[src/rtl/bcd_entry_pkg.sv]
// Shared types for the BCD digit entry accumulator.
// Assumes a 3-bit state code whose numeric value is the number shown on the display.
package bcd_entry_pkg;

    typedef enum logic [2:0] {
        ST_CAP = 3'd0,   // idle, waiting to take a digit
        ST_DBL = 3'd1,   // form twice the total
        ST_SUM = 3'd2,   // form eight times the total, add to the doubled term
        ST_ADD = 3'd3,   // add the captured digit, write the total
        ST_CLR = 3'd4    // zero every register
    } acc_state_e;

    // Active-low {a,b,c,d,e,f,g} pattern for a state number 0..4.
    function automatic logic [6:0] seg_for_state(input acc_state_e st);
        logic [6:0] lit;
        case (st)
            ST_CAP:  lit = 7'b1111110;
            ST_DBL:  lit = 7'b0110000;
            ST_SUM:  lit = 7'b1101101;
            ST_ADD:  lit = 7'b1111001;
            default: lit = 7'b0110011;
        endcase
        return ~lit;
    endfunction

endpackage

[src/rtl/bcd_entry_ctrl.sv]
// Sequencer for the digit accumulator.
// Leaves idle only on a legal strobed digit, then steps through the three
// working states and returns. Synchronous active-low reset forces the clear state.
module bcd_entry_ctrl
    import bcd_entry_pkg::*;
#(
    parameter int DIG_W   = 4,
    parameter int DIG_MAX = 9
) (
    input  logic             clk,
    input  logic             rst_n,
    input  logic [DIG_W-1:0] digit_i,
    input  logic             digit_vld_i,
    output acc_state_e       state_o,
    output logic             accept_o
);

    localparam logic [DIG_W-1:0] LIMIT = DIG_W'(DIG_MAX);

    acc_state_e state_q, state_d;

    // Purpose: qualify a digit offered while idle.
    always_comb begin
        accept_o = (state_q == ST_CAP) && digit_vld_i && (digit_i <= LIMIT);
    end

    // Purpose: next-state selection for the fixed processing walk.
    always_comb begin
        state_d = state_q;
        case (state_q)
            ST_CLR:  state_d = ST_CAP;
            ST_CAP:  if (accept_o) state_d = ST_DBL;
            ST_DBL:  state_d = ST_SUM;
            ST_SUM:  state_d = ST_ADD;
            ST_ADD:  state_d = ST_CAP;
            default: state_d = ST_CLR;
        endcase
    end

    // Purpose: state register with synchronous reset into the clear state.
    always_ff @(posedge clk) begin
        if (!rst_n) state_q <= ST_CLR;
        else        state_q <= state_d;
    end

    assign state_o = state_q;

endmodule

[src/rtl/bcd_entry_dp.sv]
// Datapath of the digit accumulator: times-ten by shifts and adds.
// All registers are written from one clocked process. Intermediates are wide
// enough to hold the unwrapped result, so the overflow test is exact.
module bcd_entry_dp
    import bcd_entry_pkg::*;
#(
    parameter int DIG_W = 4,
    parameter int TOT_W = 16
) (
    input  logic             clk,
    input  logic             rst_n,
    input  acc_state_e       state_i,
    input  logic             accept_i,
    input  logic [DIG_W-1:0] digit_i,
    output logic [TOT_W-1:0] total_o,
    output logic             ovf_o
);

    localparam int X2_W  = TOT_W + 1;
    localparam int X8_W  = TOT_W + 3;
    localparam int SUM_W = TOT_W + 4;

    logic [DIG_W-1:0] dig_q;
    logic [X2_W-1:0]  x2_q;
    logic [SUM_W-1:0] x10_q;
    logic [TOT_W-1:0] total_q;
    logic             ovf_q;

    logic [X8_W-1:0]  x8_w;
    logic [SUM_W-1:0] next_w;

    // Purpose: form the eightfold term and the final unwrapped sum.
    always_comb begin
        x8_w   = {total_q, 3'b000};
        next_w = x10_q + SUM_W'(dig_q);
    end

    // Purpose: the single process that owns total, flag and intermediates.
    always_ff @(posedge clk) begin
        if (!rst_n) begin
            dig_q   <= '0;
            x2_q    <= '0;
            x10_q   <= '0;
            total_q <= '0;
            ovf_q   <= 1'b0;
        end else begin
            case (state_i)
                ST_CLR: begin
                    dig_q   <= '0;
                    x2_q    <= '0;
                    x10_q   <= '0;
                    total_q <= '0;
                    ovf_q   <= 1'b0;
                end
                ST_CAP: if (accept_i) dig_q <= digit_i;
                ST_DBL: x2_q  <= {total_q, 1'b0};
                ST_SUM: x10_q <= SUM_W'(x2_q) + SUM_W'(x8_w);
                ST_ADD: begin
                    total_q <= next_w[TOT_W-1:0];
                    if (|next_w[SUM_W-1:TOT_W]) ovf_q <= 1'b1;
                end
                default: ;
            endcase
        end
    end

    assign total_o = total_q;
    assign ovf_o   = ovf_q;

endmodule

[src/rtl/bcd_entry_seg.sv]
// Maps the sequencer state onto an active-low seven-segment pattern.
// Purely combinational; assumes the display order {a,b,c,d,e,f,g}.
module bcd_entry_seg
    import bcd_entry_pkg::*;
(
    input  acc_state_e state_i,
    output logic [6:0] seg_n_o
);

    // Purpose: look up the pattern for the state number.
    always_comb begin
        seg_n_o = seg_for_state(state_i);
    end

endmodule

[src/rtl/bcd_entry_acc.sv]
// Top of the BCD digit entry accumulator.
// Ties the sequencer, the times-ten datapath and the state display together.
// Assumes digits are presented on a strobe sampled only while idle.
module bcd_entry_acc
    import bcd_entry_pkg::*;
#(
    parameter int DIG_W   = 4,
    parameter int TOT_W   = 16,
    parameter int DIG_MAX = 9
) (
    input  logic             clk,
    input  logic             rst_n,
    input  logic [DIG_W-1:0] digit_i,
    input  logic             digit_vld_i,
    output logic [TOT_W-1:0] total_o,
    output logic             busy_o,
    output logic             ovf_o,
    output logic [6:0]       seg_n_o
);

    acc_state_e state_w;
    logic       accept_w;

    bcd_entry_ctrl #(.DIG_W(DIG_W), .DIG_MAX(DIG_MAX)) u_ctrl (
        .clk         (clk),
        .rst_n       (rst_n),
        .digit_i     (digit_i),
        .digit_vld_i (digit_vld_i),
        .state_o     (state_w),
        .accept_o    (accept_w)
    );

    bcd_entry_dp #(.DIG_W(DIG_W), .TOT_W(TOT_W)) u_dp (
        .clk      (clk),
        .rst_n    (rst_n),
        .state_i  (state_w),
        .accept_i (accept_w),
        .digit_i  (digit_i),
        .total_o  (total_o),
        .ovf_o    (ovf_o)
    );

    bcd_entry_seg u_seg (
        .state_i (state_w),
        .seg_n_o (seg_n_o)
    );

    // Purpose: busy covers every state except idle.
    always_comb begin
        busy_o = (state_w != ST_CAP);
    end

endmodule

[config.mk]
export PLATFORM = sky130hd
export DESIGN_NAME = bcd_entry_acc
export DESIGN_NICKNAME = d
export VERILOG_FILES = /design/src/rtl/bcd_entry_pkg.sv /design/src/rtl/bcd_entry_ctrl.sv /design/src/rtl/bcd_entry_dp.sv /design/src/rtl/bcd_entry_seg.sv /design/src/rtl/bcd_entry_acc.sv
export SDC_FILE = /design/constraint.sdc
export NUM_CORES = 1
export LEC_CHECK = 0
export ABC_AREA = 1
export BUFFER_PORTS_ARGS = -buffer_cell sky130_fd_sc_hd__buf_2
export CAP_MARGIN = 20
export CORE_MARGIN = 1.5
export CORE_UTILIZATION = 30
export CTS_CLUSTER_DIAMETER = 120
export DETAILED_ROUTE_END_ITERATION = 10
export GPL_TIMING_DRIVEN = 1
export PLACE_DENSITY = 0.55
export SETUP_SLACK_MARGIN = 0.3
export SYNTH_ARGS = -nofsm -noshare
export SYNTH_HDL_FRONTEND = slang
export SYNTH_SLANG_ARGS = --single-unit
export TNS_END_PERCENT = 50
[constraint.sdc]
create_clock -name clk -period 2.3 [get_ports clk]
set_clock_uncertainty 0.05 [all_clocks]
set_input_delay 0.46 -clock clk [delete_from_list [all_inputs] [get_ports clk]]
set_output_delay 0.46 -clock clk [all_outputs]
set_load 0.03 [all_outputs]
==> impl_results.md <==
- Max cap viols: 0
- CTS buffer count: 9
- Sequential power share: 0.406
- Synth unique cells: 39
- Max-slew headroom: 0.557
- Post-DP HPWL: 7560 microns
- Layout cell share with drive strength beyond 1: 0.193
- Final core utilization: 0.369
- WHS: 0.272 ns
- Switch share: 0.244
- Top cells by area, synth: dfxtp_1 34%, nand2_1 13%, a21oi_1 11%, nand3_1 9.6%, ha_1 6.1%
- Final worst path period share: 0.834
- Pwr Total: 0.00255 W
- Top delay family on crit path: simple AND/OR/NAND/NOR gates
- Clock Power Share: 0.536
- P_leak: 1.73 nW
- Vias per cell: 5.08
- Slew Limit Fails: 0
- WP depth: 8
- Post-Syn Instances: 512
- Startpoint class of the critical path: flip-flop
- Fmax: 521 MHz
- Crit-path max FO: 5
- Ys async rst share: 0
- Post-Synthesis Cell Area: 3490 sq um
- Mean routed wirelength per cell: 14.6 microns
- # H-tree levels: 3
- Vias: 3533
- CORE AREA: 11400 sq um
- Die Ht: 111 microns
- Largest net degree at the start of global routing: 59
- Post-route DRC: 0
- Final TNS setup: 0 ns
- Synthesized Nets: 538
- CTS Buffer Depth: 2
- Clock root cell: clkbuf_16
- Number of flops mapped to enable cells by yosys: 0
- Synth top area share: 0.338
- Worst-path cell chain: ha_1 -> nand2_1 -> nand2_1 -> nor2_1 -> nor2_1 -> or2_2 -> o211ai_1 -> a21oi_1
- Ant diodes: 0
- Worst IR Drop VDD: 0.463 mV
- TritonRoute pass-1 iters: 5
- Number of port buffers: 30
- HP Class: in2reg
- Number of synthesized register bits: 59
- Final Hold Fails: 0
- Critical Path RT: 2.47 ns
- Fill cells: 1253
- Total Nets Final: 574
- Period minus WS final: 1.92 ns
- Most common flop cell mapped by yosys: dfxtp_1
- Power share of the combinational group: 0.058
- FP Rows: 39
- CTS tree: yes
- Most frequent cells after synthesis: 121 x nand2_1, 75 x a21oi_1, 67 x nand3_1
- Power Density: 610 nW/um^2
- RSZ-0062 raised after global routing: true
- Worst R2R Setup Slack: 0.38 ns
- Critical Path End: u_dp.total_o[6]
- I/O pin count: 32
- Die area: 12300 sq um
- Sequential area share after synthesis: 0.338
- Dominant cell type by area after synthesis: dfxtp_1
- Bufs and invs on worst path: 0
- Hold_sp: rst_n
- CP arrival: 2.09 ns
- Global-route wire length before repair: 16600 microns
- Reg-to-Reg End: u_dp.total_o[6]
- Power Internal: 0.00193 W
- Slowest CP cell: ha_1
- Critical Path Max Stage Delay: 0.35 ns
- Worst Tran Pin Value: 0.663 ns
- Antenna Nets Post-Route: 0
- Worst setup path startpoint: u_dp.x10_q[3]
- Clk_lat worst skew: 0.34 ns
- Vias in the first global route: 3290
- Psw: 0.000623 W
- R2r startpoint: u_dp.x10_q[3]
- Final WL: 10200 microns
- Cell with the most instances after synthesis: nand2_1
- GRT Resource Usage Total: 0.171
- Initial antenna violation count: 0
- Starting Density: 0.307
- Crit path capture type: flip-flop
- Register clock-pin slew on the reported worst setup and hold paths: 0.05 ns
- Final setup fails: 0
- GRT Residual Overflow: 0
- TritonCTS Sinks: 59
- Post-cts hold buffer count: 0
- Synthesis-to-layout area growth: 20.0%
- Yosys warns: 0
- Avg Cell Area, Syn: 6.82 sq um
- Register-to-Register Path Depth: 8
- Width of the die: 111 microns
- Placer Congestion: 0.851
- Status: finished, final reports clean
- Critical path class: reg2reg
- Initial drt markers: 151
[through the flow]
| step | setup WS, ns | instance area (sq um) | instances |
|---|---|---|---|
| final | 0.381 | 4190 | 696 |
| after global placement | 0.339 | 3790 | 675 |
| after detailed placement | 0.232 | 3790 | 675 |
| after CTS | 0.303 | 4110 | 692 |
| after floorplan | 0.255 | 3490 | 512 |
| after global routing | 0.264 | 4190 | 696 |
[power by group through the flow]
stage	combinational [W]	clock, W	sequential [W]
after global placement	0.000148	0	0.00106
final	0.000148	0.00137	0.00104
after global routing	0.000162	0.00144	0.00104
after detailed placement	0.000148	0	0.00106
after CTS	0.000148	0.00139	0.00104
after floorplan	0.000117	0	0.00105
[state kept, by name, indices dropped and copies added, names as in the netlist]
signal,cells
u_dp.x10_q,19
u_dp.total_o,16
u_ctrl.state_o,3
u_dp.ovf_o,1
u_dp.x2_q,16
u_dp.dig_q,4
[cells by family after synthesis]
kind of cell,Yosys count,synth area share
simple gates,259,0.335
fa+ha+maj,19,0.0724
flops,59,0.338
compound gates,108,0.165
other cells,1,0.00107
xor+xnor,2,0.00502
buf+inv,64,0.0824
[layout by cell type, fill, tap and decap left out, drive strengths merged]
cell	synthesis	layout
nand3b	6	6
buf	10	44
a21oi	76	76
a31oi	2	2
a21o	3	3
nand4	5	5
o21bai	2	2
ha	17	17
bufinv	0	1
fa	2	2
nor2	39	39
inv	45	44
xnor2	1	1
nand3	67	67
o211ai	1	1
o22ai	1	1
nor3	5	5
a211oi	2	2
clkinvlp	0	1
dfxtp	59	59
xor2	1	1
or2	5	5
o21ai	21	21
conb	1	1
nand2	132	132
clkinv	0	5
clkbuf	9	10
[layer usage]
layer	GRT usage	part of all wire	vias up
li1	-	-	1792
met1	0.218	0.46	1634
met2	0.276	0.46	90
met3	0.0514	0.059	17
met4	0.0556	0.023	0
met5	0	0	-
[timing repair]
action	in CTS	in global routing
setup endpoints to repair	6	14
pin swaps	1	4
resized for setup	3	14
setup buffers	1	4
[final cells by class]
cell class | count | area, sq um | area share
Tap cell | 143 | 179 | 0.0427
Sequential cell | 59 | 1190 | 0.283
Timing Repair Buffer | 44 | 268 | 0.0639
Inverter | 45 | 176 | 0.0421
Clock buffer | 10 | 239 | 0.0570
Multi-Input combinational cell | 389 | 2080 | 0.496
Clock inverter | 6 | 65.1 | 0.0155
[worst min-delay path by stage]
stage                             end  slack, ns  cells past startpoint
CTS                 u_ctrl.state_o[2]       0.26                      2
floorplan             u_dp.total_o[0]       0.39                      2
detailed placement      u_dp.x10_q[1]       0.42                      2
global placement        u_dp.x10_q[1]       0.41                      2
finish              u_ctrl.state_o[2]       0.27                      2
global route        u_ctrl.state_o[2]       0.30                      2
Note: power is estimated with default switching activity, not from simulation.
